File: config.mk
export PLATFORM = sky130hd
export DESIGN_NAME = sflash_map_bridge
export DESIGN_NICKNAME = d
export VERILOG_FILES = /design/src/rtl/sfb_pkg.sv /design/src/rtl/sfb_shifter.sv /design/src/rtl/sfb_decode.sv /design/src/rtl/sfb_seq.sv /design/src/rtl/sflash_map_bridge.sv
export SDC_FILE = /design/constraint.sdc
export NUM_CORES = 1
export LEC_CHECK = 0
export ABC_AREA = 1
export BUFFER_PORTS_ARGS = -buffer_cell sky130_fd_sc_hd__clkbuf_2
export CORE_MARGIN = 2
export CORE_UTILIZATION = 55
export CTS_CLUSTER_SIZE = 30
export DETAILED_ROUTE_END_ITERATION = 10
export HOLD_SLACK_MARGIN = 0.1
export PLACE_DENSITY = 0.72
export SLEW_MARGIN = 20
export SYNTH_ARGS = -nofsm -noshare
export SYNTH_HDL_FRONTEND = slang
export SYNTH_SLANG_ARGS = --single-unit
File: constraint.sdc
create_clock -name clk -period 5.2 [get_ports clk]
set_input_delay 0 -clock clk [delete_from_list [all_inputs] [get_ports clk]]
set_output_delay 0 -clock clk [all_outputs]
set_load 0.02 [all_outputs]
File: src/rtl/sfb_pkg.sv
package sfb_pkg;
  typedef enum logic [2:0] {
    ST_IDLE,
    ST_CMD,
    ST_DATA,
    ST_ACK,
    ST_DESEL
  } seq_state_t;

  localparam logic [7:0] OP_READ  = 8'h03;
  localparam logic [7:0] OP_FREAD = 8'h0B;
  localparam logic [7:0] OP_PROG  = 8'h02;
endpackage

File: src/rtl/sfb_shifter.sv
module sfb_shifter #(
  parameter int HALF = 1
) (
  input  logic       clk,
  input  logic       rst_n,
  input  logic       start,
  input  logic [7:0] din,
  output logic       busy,
  output logic       done,
  output logic [7:0] dout,
  output logic       sck,
  output logic       mosi,
  input  logic       miso
);
  localparam int CW = (HALF > 1) ? $clog2(HALF) : 1;

  logic [CW-1:0] cnt;
  logic [2:0]    bits;
  logic [7:0]    sreg;

  assign mosi = sreg[7];

  always_ff @(posedge clk or negedge rst_n) begin
    if (!rst_n) begin
      cnt  <= '0;
      bits <= '0;
      sreg <= '0;
      dout <= '0;
      busy <= 1'b0;
      done <= 1'b0;
      sck  <= 1'b0;
    end else begin
      done <= 1'b0;
      if (start) begin
        sreg <= din;
        busy <= 1'b1;
        cnt  <= '0;
        bits <= '0;
        sck  <= 1'b0;
      end else if (busy) begin
        if (cnt == CW'(HALF - 1)) begin
          cnt <= '0;
          if (!sck) begin
            sck  <= 1'b1;
            dout <= {dout[6:0], miso};
          end else begin
            sck <= 1'b0;
            if (bits == 3'd7) begin
              busy <= 1'b0;
              done <= 1'b1;
            end else begin
              bits <= bits + 3'd1;
              sreg <= {sreg[6:0], 1'b0};
            end
          end
        end else begin
          cnt <= cnt + CW'(1);
        end
      end
    end
  end

  // serial clock rests low between bytes
  p_sck_rest_r10: assert property (@(posedge clk) disable iff (!rst_n)
    !busy |-> !sck);
  // a completed byte always ends with the clock low
  p_done_low_r3: assert property (@(posedge clk) disable iff (!rst_n)
    done |-> (!sck && !busy));
endmodule

File: src/rtl/sfb_decode.sv
module sfb_decode #(
  parameter int NBANK  = 4,
  parameter int WIN_W  = 24,
  parameter int PAGE_W = 8
) (
  input  logic [WIN_W+$clog2(NBANK)-1:0] addr,
  input  logic [NBANK-1:0]               bank_en,
  output logic [$clog2(NBANK)-1:0]       bank,
  output logic [WIN_W-1:0]               off,
  output logic                           en,
  output logic                           page_start
);
  localparam int BANK_W = $clog2(NBANK);

  assign bank       = addr[WIN_W +: BANK_W];
  assign off        = addr[WIN_W-1:0];
  assign en         = bank_en[bank];
  assign page_start = (off[PAGE_W-1:0] == '0);
endmodule

File: src/rtl/sfb_seq.sv
module sfb_seq
  import sfb_pkg::*;
#(
  parameter int NBANK    = 4,
  parameter int WIN_W    = 24,
  parameter int DSEL_CYC = 14,
  parameter int GAP_CYC  = 32
) (
  input  logic                     clk,
  input  logic                     rst_n,
  input  logic                     bus_valid,
  input  logic                     bus_write,
  input  logic                     bus_strb,
  input  logic [7:0]               bus_wdata,
  output logic                     bus_ready,
  output logic [7:0]               bus_rdata,
  input  logic [$clog2(NBANK)-1:0] dec_bank,
  input  logic [WIN_W-1:0]         dec_off,
  input  logic                     dec_en,
  input  logic                     dec_page_start,
  input  logic                     fast_mode,
  input  logic                     burst_mode,
  input  logic                     sw_mode,
  input  logic [NBANK-1:0]         wen_set,
  output logic [NBANK-1:0]         wen_flags,
  input  logic                     grant,
  output logic [NBANK-1:0]         cs_n,
  output logic                     sh_start,
  output logic [7:0]               sh_din,
  input  logic                     sh_done,
  input  logic                     sh_busy,
  input  logic [7:0]               sh_rx,
  output logic                     err_wr,
  output logic                     err_acc,
  output logic                     wr_done
);
  localparam int BANK_W = $clog2(NBANK);
  localparam int GW     = $clog2(GAP_CYC + 1);
  localparam int DW     = $clog2(DSEL_CYC + 1);

  seq_state_t        st;
  logic              sess_open, sess_wr;
  logic [BANK_W-1:0] sess_bank;
  logic [WIN_W-1:0]  cur_off, next_off;
  logic [7:0]        wdata_q, opcode_q, rdata_q, cmd_byte;
  logic [2:0]        idx, cmd_last;
  logic [NBANK-1:0]  cs_sel, wen_q, wen_clr;
  logic [GW-1:0]     gap_cnt;
  logic [DW-1:0]     dsel_cnt;
  logic              go;
  logic [23:0]       off24;

  logic nop_wr, wr_allowed, seq_hit, gap_exp, close_now;

  assign nop_wr     = bus_valid && bus_write && !bus_strb;
  assign wr_allowed = burst_mode && !sw_mode && wen_q[dec_bank];
  assign gap_exp    = sess_wr && (gap_cnt == GW'(GAP_CYC - 1));
  assign seq_hit    = sess_open && bus_valid && dec_en && (dec_bank == sess_bank)
                   && (dec_off == next_off) && (bus_write == sess_wr)
                   && (!sess_wr || (burst_mode && !sw_mode && !dec_page_start));
  assign close_now  = (st == ST_IDLE) && sess_open && !nop_wr
                   && ((bus_valid && !seq_hit) || (!bus_valid && gap_exp));
  assign wen_clr    = (close_now && sess_wr) ? (NBANK'(1) << sess_bank) : '0;

  assign off24 = 24'(cur_off);
  always_comb begin
    case (idx)
      3'd0:    cmd_byte = opcode_q;
      3'd1:    cmd_byte = off24[23:16];
      3'd2:    cmd_byte = off24[15:8];
      3'd3:    cmd_byte = off24[7:0];
      default: cmd_byte = 8'h00;
    endcase
  end

  assign sh_din    = (st == ST_DATA) ? (sess_wr ? wdata_q : 8'h00) : cmd_byte;
  assign sh_start  = go;
  assign bus_ready = (st == ST_ACK);
  assign bus_rdata = rdata_q;
  assign cs_n      = ~cs_sel;
  assign wen_flags = wen_q;

  always_ff @(posedge clk or negedge rst_n) begin
    if (!rst_n) begin
      st        <= ST_IDLE;
      sess_open <= 1'b0;
      sess_wr   <= 1'b0;
      sess_bank <= '0;
      cur_off   <= '0;
      next_off  <= '0;
      wdata_q   <= '0;
      opcode_q  <= '0;
      rdata_q   <= '0;
      idx       <= '0;
      cmd_last  <= '0;
      cs_sel    <= '0;
      wen_q     <= '0;
      gap_cnt   <= '0;
      dsel_cnt  <= '0;
      go        <= 1'b0;
      err_wr    <= 1'b0;
      err_acc   <= 1'b0;
      wr_done   <= 1'b0;
    end else begin
      go      <= 1'b0;
      err_wr  <= 1'b0;
      err_acc <= 1'b0;
      wr_done <= 1'b0;
      wen_q   <= (wen_q & ~wen_clr) | wen_set;
      case (st)
        ST_IDLE: begin
          if (sess_open && sess_wr) gap_cnt <= gap_cnt + GW'(1);
          if (nop_wr) begin
            st <= ST_ACK;
          end else if (close_now) begin
            st        <= ST_DESEL;
            cs_sel    <= '0;
            sess_open <= 1'b0;
            dsel_cnt  <= '0;
            wr_done   <= sess_wr;
          end else if (seq_hit) begin
            st      <= ST_DATA;
            go      <= 1'b1;
            cur_off <= dec_off;
            wdata_q <= bus_wdata;
          end else if (!sess_open && bus_valid) begin
            if (!dec_en) begin
              err_acc <= 1'b1;
              rdata_q <= 8'h00;
              st      <= ST_ACK;
            end else if (bus_write && !wr_allowed) begin
              err_wr <= 1'b1;
              st     <= ST_ACK;
            end else if (grant) begin
              sess_open <= 1'b1;
              sess_wr   <= bus_write;
              sess_bank <= dec_bank;
              cur_off   <= dec_off;
              wdata_q   <= bus_wdata;
              opcode_q  <= bus_write ? OP_PROG : (fast_mode ? OP_FREAD : OP_READ);
              cmd_last  <= (!bus_write && fast_mode) ? 3'd4 : 3'd3;
              cs_sel    <= NBANK'(1) << dec_bank;
              gap_cnt   <= '0;
              idx       <= '0;
              go        <= 1'b1;
              st        <= ST_CMD;
            end
          end
        end
        ST_CMD: begin
          if (sh_done) begin
            if (idx == cmd_last) st <= ST_DATA;
            else idx <= idx + 3'd1;
            go <= 1'b1;
          end
        end
        ST_DATA: begin
          if (sh_done) begin
            if (!sess_wr) rdata_q <= sh_rx;
            next_off <= cur_off + WIN_W'(1);
            gap_cnt  <= '0;
            st       <= ST_ACK;
          end
        end
        ST_ACK: st <= ST_IDLE;
        ST_DESEL: begin
          if (dsel_cnt == DW'(DSEL_CYC - 1)) st <= ST_IDLE;
          else dsel_cnt <= dsel_cnt + DW'(1);
        end
        default: st <= ST_IDLE;
      endcase
    end
  end

  // at most one bank selected at a time
  p_cs_onehot_r2: assert property (@(posedge clk) disable iff (!rst_n)
    $onehot0(~cs_n));
  // the byte engine is never restarted mid-byte
  p_no_restart_r3: assert property (@(posedge clk) disable iff (!rst_n)
    sh_start |-> !sh_busy);
  // refused transfers never touch the pins
  p_forbid_idle_r6: assert property (@(posedge clk) disable iff (!rst_n)
    (err_wr || err_acc) |-> (&cs_n));
  // one acknowledge per transfer
  p_ready_single_r11: assert property (@(posedge clk) disable iff (!rst_n)
    bus_ready |=> !bus_ready);
  // a select only starts while granted
  p_grant_r11: assert property (@(posedge clk) disable iff (!rst_n)
    $fell(&cs_n) |-> $past(grant));
  // closing a program transaction drops the bank's write enable
  p_wen_drop_r8: assert property (@(posedge clk) disable iff (!rst_n)
    (close_now && sess_wr && !wen_set[sess_bank]) |=> !wen_flags[$past(sess_bank)]);
endmodule

File: src/rtl/sflash_map_bridge.sv
module sflash_map_bridge #(
  parameter int NBANK      = 4,
  parameter int WIN_W      = 24,
  parameter int PAGE_BYTES = 256,
  parameter int CLK_HZ     = 200_000_000,
  parameter int SCK_MAX_HZ = 50_000_000,
  parameter int DSEL_SCK   = 7,
  parameter int GAP_SCK    = 16
) (
  input  logic                             clk,
  input  logic                             rst_n,
  input  logic                             bus_valid,
  output logic                             bus_ready,
  input  logic                             bus_write,
  input  logic [WIN_W+$clog2(NBANK)-1:0]   bus_addr,
  input  logic [7:0]                       bus_wdata,
  input  logic                             bus_strb,
  output logic [7:0]                       bus_rdata,
  input  logic [NBANK-1:0]                 bank_en,
  input  logic                             fast_mode,
  input  logic                             burst_mode,
  input  logic                             sw_mode,
  input  logic [NBANK-1:0]                 wen_set,
  output logic [NBANK-1:0]                 wen_flags,
  input  logic                             grant,
  output logic                             sck,
  output logic [NBANK-1:0]                 cs_n,
  output logic                             mosi,
  input  logic                             miso,
  output logic                             err_wr,
  output logic                             err_acc,
  output logic                             wr_done
);
  localparam int BANK_W   = $clog2(NBANK);
  localparam int PAGE_W   = $clog2(PAGE_BYTES);
  localparam int DIV      = (CLK_HZ + SCK_MAX_HZ - 1) / SCK_MAX_HZ;
  localparam int HALF     = (DIV + 1) / 2 < 1 ? 1 : (DIV + 1) / 2;
  localparam int SCK_PER  = 2 * HALF;
  localparam int DSEL_CYC = DSEL_SCK * SCK_PER;
  localparam int GAP_CYC  = GAP_SCK * SCK_PER;

  logic [BANK_W-1:0] dec_bank;
  logic [WIN_W-1:0]  dec_off;
  logic              dec_en, dec_page_start;
  logic              sh_start, sh_done, sh_busy;
  logic [7:0]        sh_din, sh_rx;

  sfb_decode #(.NBANK(NBANK), .WIN_W(WIN_W), .PAGE_W(PAGE_W)) u_decode (
    .addr       (bus_addr),
    .bank_en    (bank_en),
    .bank       (dec_bank),
    .off        (dec_off),
    .en         (dec_en),
    .page_start (dec_page_start)
  );

  sfb_seq #(.NBANK(NBANK), .WIN_W(WIN_W), .DSEL_CYC(DSEL_CYC), .GAP_CYC(GAP_CYC)) u_seq (
    .clk            (clk),
    .rst_n          (rst_n),
    .bus_valid      (bus_valid),
    .bus_write      (bus_write),
    .bus_strb       (bus_strb),
    .bus_wdata      (bus_wdata),
    .bus_ready      (bus_ready),
    .bus_rdata      (bus_rdata),
    .dec_bank       (dec_bank),
    .dec_off        (dec_off),
    .dec_en         (dec_en),
    .dec_page_start (dec_page_start),
    .fast_mode      (fast_mode),
    .burst_mode     (burst_mode),
    .sw_mode        (sw_mode),
    .wen_set        (wen_set),
    .wen_flags      (wen_flags),
    .grant          (grant),
    .cs_n           (cs_n),
    .sh_start       (sh_start),
    .sh_din         (sh_din),
    .sh_done        (sh_done),
    .sh_busy        (sh_busy),
    .sh_rx          (sh_rx),
    .err_wr         (err_wr),
    .err_acc        (err_acc),
    .wr_done        (wr_done)
  );

  sfb_shifter #(.HALF(HALF)) u_shift (
    .clk   (clk),
    .rst_n (rst_n),
    .start (sh_start),
    .din   (sh_din),
    .busy  (sh_busy),
    .done  (sh_done),
    .dout  (sh_rx),
    .sck   (sck),
    .mosi  (mosi),
    .miso  (miso)
  );
endmodule

# Word-level counts from Yosys, hierarchy flattened
# Cells that the tools add are included.
[word_totals]
ff_bits = 132
latch_bits = 0
mem_bits_rw = 0
romBits = 0
in_bits = 52
out_inout_bits = 22
word_cells = 271
n_memories = 0
[classes]
n_addsub = 6
multipliers = 0
div = 0
magnitude_cmp = 1
n_eq_ne = 36
shifts = 2
mux = 129
bitwise = 10
n_reduce_logical = 61
[ops]
columns = ["op", "count"]
rows = [
  ["$mux W8", 20],
  ["$mux W24", 5],
  ["$mux W3", 26],
  ["$mux W7", 9],
  ["$mux W1", 49],
  ["$mux W4", 8],
  ["$pmux W8 S4", 1],
  ["$add A24 B1 Y24 const B", 1],
  ["$eq A24 B24 Y1", 1],
  ["$ne A2 B2 Y1 const B", 12],
  ["$reduce_bool A2 Y1", 12],
  ["$logic_and A1 B1 Y1", 22],
  ["$ne A2 B1 Y1 const B", 8],
  ["$pmux W8 S2", 1],
  ["$reduce_and A8 Y1", 2],
  ["$mux W5", 3],
  ["$pmux W7 S2", 1],
  ["$reduce_and A7 Y1", 2],
  ["$eq A3 B2 Y1 const B", 4],
  ["$pmux W3 S4", 1],
  ["$reduce_and A4 Y1", 3],
  ["$logic_not A1 Y1", 10],
  ["$pmux W5 S2", 1],
  ["$reduce_and A10 Y1", 1],
  ["27 further kinds", 42],
]

# Logic depth before layout (Yosys ltp)
# Gate-level depths: netlist (run 1).
[depth]
depth_word = 16
ltp_mapped = 17
ltp_nobuf = 14

# Cells and area by module
# Synthesis (run 1) repeated with hierarchy kept, for this count alone.
[unflattened]
hier_cells = 920
hier_area_um2 = 6995.5
[by_module_without_submodules]
columns = ["mod", "n_inst", "cells_per_inst", "area_each_um2", "seq_area_each_um2"]
rows = [
  ["sfb_seq", 1, 744, 5656.7, 2552.4],
  ["sfb_shifter", 1, 130, 1066.0, 575.6],
  ["sfb_decode", 1, 46, 272.8, 0.0],
]

# Worst setup path after synthesis (run 1)
# Ideal clock, no wire load.
[synth_path]
path_kind = "reg2reg"
from = "register u_shift.bits[0]"
to = "register u_shift.bits[0]"
setup_ps = 119
arrival_time_ps = 1724
required_time_ps = 5081
setup_slack_ps = 3357
stages_incl_launch_ff = 7
path_buffers = 1
period_less_slack_ps = 1843
cell_sequence = "dfrtp_1 > ha_1 > ha_1 > o41ai_1 > clkbuf_1 > o21ai_0 > o21a_1"
[synth_via]
elab_chain_cells = 6
elab_cells_between_ends = 9
cone_classes = "add/sub: 1; eq/ne: 2; mux: 5; reduce/logical: 1"
[synth_rtl]
columns = ["element", "line_no", "source"]
rows = [
  ["start: declaration", "sfb_shifter.sv:18", "logic [2:0] bits;"],
  ["start signal: assignment", "sfb_shifter.sv:52", "bits <= bits + 3'd1;"],
  ["$add A3 B1 Y3", "sfb_shifter.sv:52", ""],
  ["$mux W3", "sfb_shifter.sv:48", "if (bits == 3'd7) begin"],
  ["$mux W3", "sfb_shifter.sv:43", "if (!sck) begin"],
  ["$mux W3", "sfb_shifter.sv:41", "if (cnt == CW'(HALF - 1)) begin"],
  ["$mux W3", "sfb_shifter.sv:40", "end else if (busy) begin"],
  ["$mux W3", "sfb_shifter.sv:34", "if (start) begin"],
]
# Several ways; a longest one is shown, not always the timed one. The select of a mux whose other input is x is not followed.
# A chain may end at the register's enable or synchronous reset.

# Worst setup path in the final report (run 1)
[layout_path]
from = "input bus_addr[24]"
to = "register u_seq.cur_off[10]"
[layout_via]
elab_chain_cells = 13
elab_cells_between_ends = 24
cone_classes = "eq/ne: 2; mux: 5; bitwise: 1; reduce/logical: 16"
[layout_rtl]
columns = ["element", "line_no", "source"]
rows = [
  ["start: declaration", "sflash_map_bridge.sv:15", "input logic [WIN_W+$clog2(NBANK)-1:0] bus_addr,"],
  ["$bmux W1 S2", "sfb_decode.sv:17", "assign en = bank_en[bank];"],
  ["$mux W1 (not written as such)", "sfb_decode.sv:17", ""],
  ["$logic_and A1 B1 Y1 (2 in series)", "sfb_seq.sv:58", "assign seq_hit = sess_open && bus_valid && dec_en && (dec_bank == sess_bank)"],
  ["$logic_and A1 B1 Y1 (2 in series)", "sfb_seq.sv:59", "&& (dec_off == next_off) && (bus_write == sess_wr)"],
  ["$logic_and A1 B1 Y1", "sfb_seq.sv:60", "&& (!sess_wr || (burst_mode && !sw_mode && !dec_page_start));"],
  ["$logic_not A1 Y1", "sfb_seq.sv:62", "&& ((bus_valid && !seq_hit) || (!bus_valid && gap_exp));"],
  ["$logic_and A1 B1 Y1", "sfb_seq.sv:62", ""],
  ["$logic_or A1 B1 Y1", "sfb_seq.sv:62", ""],
  ["$logic_and A1 B1 Y1", "sfb_seq.sv:62", ""],
  ["$not A1 Y1 (no source line)", "-", ""],
  ["$reduce_and A7 Y1 (no source line)", "-", ""],
  ["end signal: assignment", "sfb_seq.sv:124", "cur_off <= dec_off;"],
  ["end signal: assignment", "sfb_seq.sv:138", "cur_off <= dec_off;"],
  ["end: declaration", "sfb_seq.sv:44", "logic [WIN_W-1:0] cur_off, next_off;"],
]
# Several ways; a longest one is shown, not always the timed one. The select of a mux whose other input is x is not followed.

==> qor_table.md, run 1 <==
| Metric | This run | Unit |
|:---|:---|:---|
| Final count of hold timing violations | 0 | - |
| Number of vias per cell | 4.91 | - |
| Die boundary height | 116 | µm |
| Clock tree root driver cell | sky130_fd_sc_hd__clkbuf_16 | - |
| Total Routing Usage GR | 0.247 | - |
| Mapped Area | 6940 | µm² |
| Core utilization of the finished layout | 0.679 | - |
| Distinct cell type count after synthesis | 37 | - |
| Number of enable flip-flop cells after synthesis | 0 | - |
| Dpl hpwl | 10800 | µm |
| H-tree level count | 4 | - |
| Switching power as a share of total power | 0.389 | - |
| Cell-internal power | 2.46 | mW |
| Global-route wire length before repair | 25800 | µm |
| CTS clock-pin slew for the worst setup and hold paths | 0.06 | ns |
| Setup violation total in the final timing report | 0 | - |
| Portion of total power attributed to combinational logic | 0.318 | - |
| Setup skew after layout | 0.00998 | ns |
| Post-synth top area share | 0.451 | - |
| Initial drt markers | 357 | - |
| TritonCTS Sinks | 125 | - |
| Endpoint kind of the worst setup timing path | flop | - |
| Data arrival time at the worst-slack endpoint | 3.33 | ns |
| Layout cell share with drive strength beyond 1 | 0.173 | - |
| Core region area | 12500 | µm² |
| WP data required | 5.49 | ns |
| Top-Level Pins | 74 | - |
| Final weighted congestion in routability-driven placement | 0.843 | - |
| Setup tns final | 0 | ns |
| Cell-by-cell trace of the critical path | dlygate4sd3_1 -> clkbuf_2 -> inv_4 -> nor2_1 -> nand2_1 -> nand2_2 -> dlygate4sd3_1 -> nor2_4 -> nor2_2 -> nand3_2 -> nand2_1 -> nand3_2 -> buf_4 -> nand2_2 -> o21ai_2 | - |
| TritonCTS clock tree | yes | - |
| Via count of the first global-routing pass | 5608 | - |
| Max-slew violations | 0 | - |
| Kind of critical path | in2reg | - |
| Post-CTS Setup Repair Bufs | 0 | - |
| DRC | 0 | - |
| Max FO, Critical Path | 36 | - |
| Largest area contributor in the synthesized netlist | sky130_fd_sc_hd__dfrtp_1 | - |
| Average instance area after synthesis | 7.69 | µm² |
| Final Power | 4.02 | mW |
| Unrepaired setup endpoints after global routing | no | - |
| Delay contributed by the slowest stage of the critical path | 0.59 | ns |
| Synth Register Bits | 125 | - |
| Post-layout nets | 1088 | - |
| Leakage | 4.27 | nW |
| Share of async-settable or async-resettable flops after synthesis | 1.00 | - |
| Dominant register cell in the synthesized netlist | sky130_fd_sc_hd__dfrtp_1 | - |
| Sequential power share | 0.407 | - |
| Maximum buffer depth of the clock tree | 2 | - |
| Total of warnings raised by yosys | 0 | - |
| Antenna Diode Count | 0 | - |
| Via count | 5944 | - |
| Maximum vdd ir drop | 0.000307 | V |
| Critical path's slowest cell | sky130_fd_sc_hd__dlygate4sd3_1 | - |
| Startpoint type of the worst setup path | input port | - |
| Areal power density over the cells | 475 | nW/µm² |
| Achievable Freq | 329 | MHz |
| Run status | completed | - |
| Total global routing overflow | 0 | - |
| Maximum number of pins on one net before global-route repair | 78 | - |
| Transition time of the tightest slew-check pin | 0.971 | ns |
| Minimum clock period | 3.04 | ns |
| Antenna-violating nets left | 0 | - |
| Fin Hold WS | 0.125 | ns |
| Relative contribution of the clock network to total power | 0.276 | - |
| Leading cell type by number of instances after synthesis | sky130_fd_sc_hd__nand2_1 | - |
| Routed Wire Length | 15500 | µm |
| X dimension of the die | 116 | µm |
| Area growth from synthesis to layout | 21.9 | % |
| Clock insertion delay at the later pin of the skew report | 0.42 | ns |
| Worst slew slack as a fraction of its limit | 0.353 | - |
| Die ar. | 13500 | µm² |
| Total clock buffers created by CTS | 17 | - |
| Tcrit/Tclk final | 0.584 | - |
| Cells after Synth | 903 | - |
| Total iterations of the first detailed-routing run | 5 | - |
| Maxcap violations | 0 | - |
| Routed len/inst | 12.8 | µm |
| Register area share after synthesis | 0.451 | - |
| Input/output buffers | 73 | - |
| Effective utilization at floorplan | 0.557 | - |
| Top post-synthesis cells by count | 260 x sky130_fd_sc_hd__nand2_1, 153 x sky130_fd_sc_hd__inv_1, 125 x sky130_fd_sc_hd__dfrtp_1 | - |
| Synthesized net count | 965 | - |
| Initial antenna violation count | 0 | - |
| Path class of the lowest-slack min-delay path | in2reg | - |
| Main area contributors after synthesis | sky130_fd_sc_hd__dfrtp_1 45%, sky130_fd_sc_hd__nand2_1 14%, sky130_fd_sc_hd__inv_1 8.3% | - |
| Worst slack, placed | 2.52 | ns |
| Power spent charging and discharging nets | 1.56 | mW |
| Standard-cell row count | 41 | - |
| Final setup slack of the worst path | 2.16 | ns |
## cells in the final DEF (no fill, tap or decap), drive strengths merged, types with 18 or more instances in the layout
master       instances
inv                157
nand2              282
a21oi               25
nor2                63
xor2                18
nand3               43
dlygate4sd3         48
o21ai              105
clkbuf              91
dfrtp              125
## metrics by stage
| stage | cell area (µm²) | std cells |
|---|---|---|
| 6_report | 8460 | 1211 |
| 5_1_grt | 8460 | 1211 |
| 4_1_cts | 8460 | 1211 |
| 3_5_place_dp | 7420 | 1131 |
| 3_3_place_gp | 7420 | 1131 |
| 2_1_floorplan | 6940 | 903 |
## layer usage
| metal | track usage | vias up | share of wire |
|---|---|---|---|
| met5 | 0 | - | 0 |
| met4 | 0.0857 | 0 | 0.018 |
| met3 | 0.0571 | 21 | 0.041 |
| met2 | 0.398 | 127 | 0.47 |
| met1 | 0.330 | 2710 | 0.47 |
| li1 | - | 3086 | - |
## registers in the layout, indices dropped and copies added, names as in the netlist, 2 cells and up
signal,flops
u_shift.bits,3
u_seq.wen_flags,4
u_seq.cmd_last,2
u_shift.sreg,8
u_seq.gap_cnt,7
u_seq.cs_sel,4
u_seq.cur_off,24
u_seq.next_off,24
u_seq.wdata_q,8
u_shift.dout,8
u_seq.dsel_cnt,5
u_seq.idx,3
u_seq.sess_bank,2
u_seq.bus_rdata,8
u_seq.opcode_q,2
u_seq.st,3
## critical path, delay by kind of cell
family / cells / cell delay (ns)
AOI/OAI and AO/OA: 1 / 0.06
buffers and inverters: 5 / 1.91
and+or+nand+nor: 9 / 1.32
## logic make-up (layout without fill, tap and decap cells)
| family | after synthesis | after routing | synth area share |
|---|---|---|---|
| and+or+nand+nor | 407 | 407 | 0.252 |
| buffers and inverters | 177 | 313 | 0.105 |
| xor gates and xnor gates | 26 | 26 | 0.0328 |
| AOI/OAI and AO/OA | 158 | 158 | 0.141 |
| adders and majority gates | 10 | 10 | 0.0180 |
| DFF | 125 | 125 | 0.451 |
## layout make-up
cell class	instances	area [µm²]
timing repair buffer	125	878
clock inverter	13	118
clock buffer	19	443
tap	172	215
inverter	156	588
sequential	125	3130
multi-input combinational	601	3090
fill	1049	4010
## power by group through the flow
stage	combinational (mW)	sequential (mW)	clock [mW]
after floorplan	0.931	1.57	0
after global placement	1.22	1.63	0
after detailed placement	1.25	1.64	0
after CTS	1.29	1.63	1.13
after global routing	1.47	1.68	1.18
final	1.28	1.64	1.11
## repair_timing
item                                   4_1_cts  5_1_grt
hold buffers                                48        0
endpoints found under the hold margin      125        0
resized for setup                            0        0
## worst paths after layout
check,depth (start not counted),slack [ns],endpoint,from
setup / recovery,15,2.16,u_seq.cur_off[10],bus_addr[24]
hold / removal,5,0.12,u_seq.err_acc,bus_strb
setup reg to reg,13,2.50,u_seq.cur_off[10],u_seq.next_off[4]
hold reg to reg,2,0.47,u_seq.opcode_q[1],u_seq.opcode_q[1]
max in group asynchronous,3,3.73,u_seq.next_off[3],rst_n
min in group asynchronous,2,0.28,u_shift.dout[0],rst_n
Note: power is estimated with default switching activity, not from simulation.
==> inputs of run 2 (changes only) <==
--- a/config.mk
+++ b/config.mk
@@ -8,11 +8,11 @@
 export ABC_AREA = 1
 export BUFFER_PORTS_ARGS = -buffer_cell sky130_fd_sc_hd__clkbuf_2
 export CORE_MARGIN = 2
-export CORE_UTILIZATION = 55
+export CORE_UTILIZATION = 54
 export CTS_CLUSTER_SIZE = 30
 export DETAILED_ROUTE_END_ITERATION = 10
 export HOLD_SLACK_MARGIN = 0.1
-export PLACE_DENSITY = 0.72
+export PLACE_DENSITY = 0.74
 export SLEW_MARGIN = 20
 export SYNTH_ARGS = -nofsm -noshare
 export SYNTH_HDL_FRONTEND = slang
==> constraint.sdc (replaced) <==
create_clock -name clk -period 2.5 [get_ports clk]
set_input_delay 0 -clock clk [delete_from_list [all_inputs] [get_ports clk]]
set_output_delay 0 -clock clk [all_outputs]
set_load 0.02 [all_outputs]
==> run 2 against run 1 <==
Compared with the run above:
- register-to-register slack got worse by 2.1 ns
- global-route usage decreased by 0.074 points
- cell area increased by 1.4%
- critical endpoint is now u_seq.next_off[18]
- hold slack improved by 0.029 ns
- utilization increased by 0.39 points
- sequential cell count unchanged
- clock-buffer cell count increased by 2
- first-iteration DRC count increased by 9.2%
- sequential power increased by 110%
- die area increased by 1.8%
- clock skew decreased by 0.0018 ns
==> qor_table.md, run 2 (synthesis results as in run 1) <==
| Metric | This run | Unit |
|:---|:---|:---|
| Number of gates given a new drive strength after cts | 0 | - |
| Run status | completed | - |
| Antenna-violating nets left | 0 | - |
| Initial drt markers | 390 | - |
| Layout cell share with drive strength beyond 1 | 0.177 | - |
| Path class of the lowest-slack min-delay path | in2reg | - |
| Logic depth of the worst register-to-register path | 10 | - |
| Total clock buffers created by CTS | 17 | - |
| Buffers and inverters on the worst path | 0 | - |
| X dimension of the die | 117 | µm |
| CTS hold repair buffers | 47 | - |
| Hold Crit Depth | 7 | - |
| Dpl hpwl | 11000 | µm |
| Routed len/inst | 13.3 | µm |
| TritonCTS Sinks | 125 | - |
| Antenna Diode Count | 0 | - |
| Clock insertion delay at the later pin of the skew report | 0.41 | ns |
| Via count | 6051 | - |
| Via count of the first global-routing pass | 5836 | - |
| Initial antenna violation count | 0 | - |
| Unrepaired setup endpoints after global routing | no | - |
| Finished Layout Cells | 1214 | - |
| WP data required | 2.84 | ns |
| Category of cells accounting for the largest share of critical-path delay | simple AND/OR/NAND/NOR gates | - |
| Setup tns final | 0 | ns |
| Tcrit/Tclk final | 0.833 | - |
| Reg2reg start | u_seq.cur_off[0] | - |
| Endpoint kind of the worst setup timing path | flop | - |
| Critical path's slowest cell | sky130_fd_sc_hd__dfrtp_1 | - |
| Most common cell after layout, fill and taps aside | sky130_fd_sc_hd__nand2_1 | - |
| Effective utilization at floorplan | 0.552 | - |
| Die boundary height | 117 | µm |
| Max-slew violations | 0 | - |
| Startpoint type of the worst setup path | flop | - |
| Max FO, Critical Path | 5 | - |
| Maximum vdd ir drop | 0.000553 | V |
| H-tree level count | 4 | - |
| Number of gates on the worst path with buffers counted | 10 | - |
| Clock tree root driver cell | sky130_fd_sc_hd__clkbuf_16 | - |
| Most prevalent standard cell on the critical path | sky130_fd_sc_hd__nand3_1 | - |
| Delay contributed by the slowest stage of the critical path | 0.42 | ns |
| Setup skew after layout | 0.00822 | ns |
| Source of the critical timing path | u_seq.cur_off[0] | - |
| Final Power | 8.72 | mW |
| Achievable Freq | 480 | MHz |
| Final count of hold timing violations | 0 | - |
| Filler Cells Inserted | 1031 | - |
| Core region area | 12600 | µm² |
| Worst slew slack as a fraction of its limit | 0.353 | - |
| Beginning of the worst hold path | sw_mode | - |
| Number of vias per cell | 4.98 | - |
| # placed instances | 1135 | - |
| CTS clock-pin slew for the worst setup and hold paths | 0.06 | ns |
| Global-route wire length before repair | 27800 | µm |
| Commonest non-fill, non-tap cells in the layout | 260 x sky130_fd_sc_hd__nand2_1, 153 x sky130_fd_sc_hd__inv_1, 125 x sky130_fd_sc_hd__dfrtp_1 | - |
| Total iterations of the first detailed-routing run | 5 | - |
| TritonCTS clock tree | yes | - |
| Routed Wire Length | 16100 | µm |
| Biggest regs | u_seq.cur_off: 24 flops, u_seq.next_off: 24 flops | - |
| Total global routing overflow | 0 | - |
| Leakage | 4.33 | nW |
| Maximum buffer depth of the clock tree | 2 | - |
| DRC | 0 | - |
| Maxcap violations | 0 | - |
| Cell-by-cell trace of the critical path | ha_1 -> nand3_1 -> nor2_1 -> nand3_1 -> nor3_1 -> nand3_1 -> nor2_1 -> or2_2 -> nand3_1 -> nand2_1 | - |
| Die ar. | 13800 | µm² |
| Kind of critical path | reg2reg | - |
| Total Routing Usage GR | 0.246 | - |
| Data arrival time at the worst-slack endpoint | 2.42 | ns |
| Input/output buffers | 73 | - |
| Standard-cell row count | 41 | - |
| Setup violation total in the final timing report | 0 | - |
| Fin Hold WS | 0.153 | ns |
| Minimum clock period | 2.08 | ns |
| Top-Level Pins | 74 | - |
| Final weighted congestion in routability-driven placement | 0.846 | - |
| Transition time of the tightest slew-check pin | 0.969 | ns |
| Areal power density over the cells | 1020 | nW/µm² |
| Post-layout nets | 1091 | - |
| Post-CTS Setup Repair Bufs | 0 | - |
| Area growth from synthesis to layout | 23.6 | % |
| Worst slack, placed | 0.461 | ns |
| Final setup slack of the worst path | 0.417 | ns |
| Maximum number of pins on one net before global-route repair | 66 | - |
run 2: cell count changes in the layout (fill, tap and decap cells not counted), moves of 2 or more:
cell	change
sky130_fd_sc_hd__buf_12	+2
sky130_fd_sc_hd__buf_4	+2
sky130_fd_sc_hd__bufinv_16	+3
sky130_fd_sc_hd__clkbuf_8	+2
sky130_fd_sc_hd__clkinv_4	-2
sky130_fd_sc_hd__clkinvlp_4	-3
run 2: tightest hold or removal path: stages:
cell and delay, ns:
sky130_fd_sc_hd__clkbuf_2 0.08, sky130_fd_sc_hd__inv_1 0.04, sky130_fd_sc_hd__nand2_1 0.07, sky130_fd_sc_hd__inv_1 0.06, sky130_fd_sc_hd__nand2_1 0.05, sky130_fd_sc_hd__nand2_1 0.12, sky130_fd_sc_hd__nor4_1 0.10
run 2: layout make-up:
| cell class | instances | area, µm² | share of cell area |
|---|---|---|---|
| Timing Repair Buffer | 128 | 923 | 0.108 |
| Tap cell | 172 | 215 | 0.0251 |
| Clock buffer | 21 | 470 | 0.0548 |
| Inverter | 156 | 588 | 0.0686 |
| Sequential cell | 125 | 3130 | 0.365 |
| Multi-Input combinational cell | 601 | 3090 | 0.360 |
| Clock inverter | 11 | 164 | 0.0191 |
run 2: final timing paths:
check,to,slack [ns]
setup / recovery,u_seq.next_off[18],0.42
hold / removal,u_seq.err_wr,0.15
setup reg to reg,u_seq.next_off[18],0.42
hold reg to reg,u_shift.busy,0.47
max in group asynchronous,u_seq.wdata_q[5],1.57
min in group asynchronous,u_shift.dout[0],0.16
run 2: through the flow:
stage	cell area, µm²	utilization
floorplan	6940	-
global placement	7470	0.595
detailed placement	7470	0.595
CTS	8580	0.683
global route	8580	0.683
finish	8580	0.683
run 2: where the power goes:
part           total [mW]  leakage (nW)  switching, mW  internal (mW)
Clock                2.63         0.309          0.886           1.74
Sequential           3.39          1.65          0.695           2.70
Combinational        2.70          2.38           1.67           1.03
Total                8.72          4.33           3.25           5.47
run 2: per-layer routing:
layer  vias up  share of wire  track usage
met4         0         0.0055       0.0542
met3         7          0.043       0.0550
met2       134           0.47        0.398
li1       3089              -            -
met5         -              0            0
met1      2821           0.48        0.342
==> inputs of run 3 (changes only) <==
==> constraint.sdc (replaced) <==
create_clock -name clk -period 1.8 [get_ports clk]
set_input_delay 0 -clock clk [delete_from_list [all_inputs] [get_ports clk]]
set_output_delay 0 -clock clk [all_outputs]
set_load 0.02 [all_outputs]
==> run 3 against run 2 <==
Compared with the run above:
- the run now ends with negative setup slack left
- critical path depth up 1
- largest cell class is now multi-input gates
- global-route usage grew 3.1 points
- first-iteration DRC count grew 78%
- hold slack lost 0.074 ns
- cell area rose by 16%
- sequential share of layout area shrank 5.1 points
- maximum frequency increased by 5.5%
- largest power group is now combinational logic
- power up 60%
- utilization is 11 points higher
==> qor_table.md, run 3 (synthesis results as in run 1) <==
| Metric | This run | Unit |
|:---|:---|:---|
| Run status | finished with violations | - |
| Violated checks | negative setup slack | - |
| Maximum buffer depth of the clock tree | 2 | - |
| Effective utilization at floorplan | 0.552 | - |
| Setup skew after layout | 0.00722 | ns |
| Total iterations of the first detailed-routing run | 6 | - |
| Achievable Freq | 506 | MHz |
| Final weighted congestion in routability-driven placement | 0.884 | - |
| Number of vias per cell | 5.34 | - |
| Path class of the lowest-slack min-delay path | in2reg | - |
| Leakage | 4.94 | nW |
| Filler Cells Inserted | 762 | - |
| Routed length on met1 | 8570 | µm |
| WP data required | 2.12 | ns |
| Unrepaired setup endpoints after global routing | yes | - |
| DRC | 0 | - |
| Placed Instance Area | 7890 | µm² |
| TritonCTS clock tree | yes | - |
| Top-Level Pins | 74 | - |
| Maxcap violations | 0 | - |
| TritonCTS Sinks | 125 | - |
| Kind of critical path | reg2reg | - |
| Layout cell share with drive strength beyond 1 | 0.317 | - |
| Fin Hold WS | 0.0796 | ns |
| Worst slew slack as a fraction of its limit | 0.731 | - |
| Initial drt markers | 693 | - |
| Biggest regs | u_seq.cur_off: 24 flops, u_seq.next_off: 24 flops | - |
| Max FO, Critical Path | 3 | - |
| Clock tree root driver cell | sky130_fd_sc_hd__clkbuf_16 | - |
| Antenna Diode Count | 0 | - |
| Setup violation total in the final timing report | 66 | - |
| Total clock buffers created by CTS | 17 | - |
| Maximum vdd ir drop | 0.00103 | V |
| Startpoint type of the worst setup path | flop | - |
| Areal power density over the cells | 1400 | nW/µm² |
| Finished layout cell area | 9970 | µm² |
| Commonest non-fill, non-tap cells in the layout | 230 x sky130_fd_sc_hd__nand2_1, 145 x sky130_fd_sc_hd__inv_1, 123 x sky130_fd_sc_hd__dfrtp_1 | - |
| Max-slew violations | 0 | - |
| X dimension of the die | 117 | µm |
| Tcrit/Tclk final | 1.10 | - |
| Metal2 WL | 10300 | µm |
| Standard-cell row count | 41 | - |
| Input/output buffers | 73 | - |
| Via count | 6940 | - |
| Critical path's slowest cell | sky130_fd_sc_hd__dfrtp_1 | - |
| Dpl hpwl | 11800 | µm |
| Total Routing Usage GR | 0.277 | - |
| Post-layout nets | 1177 | - |
| CTS clock-pin slew for the worst setup and hold paths | 0.06 | ns |
| Transition time of the tightest slew-check pin | 0.403 | ns |
| Endpoint kind of the worst setup timing path | flop | - |
| Initial antenna violation count | 0 | - |
| Met3 Routed Length | 1390 | µm |
| Routed Wire Length | 21100 | µm |
| Global-route wire length before repair | 30600 | µm |
| Delay contributed by the slowest stage of the critical path | 0.41 | ns |
| Die boundary height | 117 | µm |
| Cell-by-cell trace of the critical path | buf_6 -> ha_4 -> nand3_4 -> nor2_4 -> nand3_2 -> nor3_4 -> nand3_2 -> nor2_2 -> nand2_1 -> nand3_1 -> nand2_1 | - |
| H-tree level count | 4 | - |
| Routed len/inst | 16.2 | µm |
| Minimum clock period | 1.97 | ns |
| Via count of the first global-routing pass | 6398 | - |
| Clock insertion delay at the later pin of the skew report | 0.43 | ns |
| Most common cell after layout, fill and taps aside | sky130_fd_sc_hd__nand2_1 | - |
| Core region area | 12600 | µm² |
| Top metal layer carrying routed signals | met4 | - |
| Die ar. | 13800 | µm² |
| Final count of hold timing violations | 0 | - |
| Area growth from synthesis to layout | 43.7 | % |
| Maximum number of pins on one net before global-route repair | 49 | - |
| Final setup slack of the worst path | -0.174 | ns |
| Data arrival time at the worst-slack endpoint | 2.29 | ns |
| Antenna-violating nets left | 0 | - |
| Total global routing overflow | 0 | - |
[run 3: cell types whose count changed in the layout (fill, tap and decap cells not counted), moves of 7 or more]
cell / delta
sky130_fd_sc_hd__nand2_1: -30
sky130_fd_sc_hd__inv_2: +7
sky130_fd_sc_hd__buf_6: +10
sky130_fd_sc_hd__nand3_2: +10
sky130_fd_sc_hd__o21ai_0: -7
sky130_fd_sc_hd__o21ai_2: +9
sky130_fd_sc_hd__nor2_1: -11
sky130_fd_sc_hd__inv_1: -8
sky130_fd_sc_hd__buf_4: +60
sky130_fd_sc_hd__nand3_1: -14
sky130_fd_sc_hd__nand2_2: +10
sky130_fd_sc_hd__nor2_4: +9
sky130_fd_sc_hd__nand2_4: +19
[run 3: layout make-up]
class,count,area [µm²],area share
Tap cell,172,215,0.0216
Clock inverter,11,163,0.0163
Multi-Input combinational cell,602,3590,0.360
Sequential cell,125,3130,0.314
Clock buffer,21,480,0.0482
Inverter,156,592,0.0593
Timing Repair Buffer,213,1800,0.181
[run 3: critical path: cells and delay by family, from the launching register on]
family,cells,cell delay (ns)
buffers and inverters,1,0.13
adder cells (fa/ha/maj),1,0.16
AND/OR/NAND/NOR,9,1.16
flip-flops,1,0.41
[run 3: worst paths after layout]
check                           slack [ns]  cells after the start         startpoint                  to
worst max-delay path                 -0.17                     11   u_seq.cur_off[0]  u_seq.next_off[18]
worst min-delay path                  0.08                      7            sw_mode        u_seq.err_wr
worst max register to register       -0.17                     11   u_seq.cur_off[0]  u_seq.next_off[18]
worst min register to register        0.47                      2  u_seq.opcode_q[1]   u_seq.opcode_q[1]
max in group asynchronous             0.73                      4              rst_n        u_seq.idx[1]
min in group asynchronous             0.53                      3              rst_n    u_seq.wdata_q[4]
[run 3: metrics by stage]
stage          power [mW]  instances  setup WS (ns)  TNS (ns)  utilization
5_1_grt              14.7       1300         -0.218    -11.95        0.794
6_report             13.9       1300         -0.174     -4.16        0.794
3_5_place_dp         8.77       1185        -0.0984     -2.10        0.627
2_1_floorplan        7.24        903         0.0309         0            -
3_3_place_gp         8.64       1185        -0.0418    -0.279        0.627
4_1_cts              12.8       1279        -0.0412    -0.505        0.742
[run 3: routing by layer]
| metal | track usage | up-vias |
|---|---|---|
| li1 | - | 3269 |
| met1 | 0.357 | 3270 |
| met2 | 0.454 | 320 |
| met3 | 0.0540 | 81 |
| met4 | 0.129 | 0 |
| met5 | 0 | - |
[run 3: repair_timing]
item / 4_1_cts / 5_1_grt
endpoints found under the hold margin: 174 / 0
gates resized for setup: 29 / 121
gates cloned: 5 / 3
hold buffers: 51 / 0
pin swaps: 8 / 28
endpoints found under the setup margin: 52 / 102
setup buffers: 6 / 19
[run 3: where the power goes]
group / switching (mW) / internal [mW]
clock: 1.29 / 2.45
combinational: 3.10 / 2.28
sequential: 1.05 / 3.75
total: 5.44 / 8.48
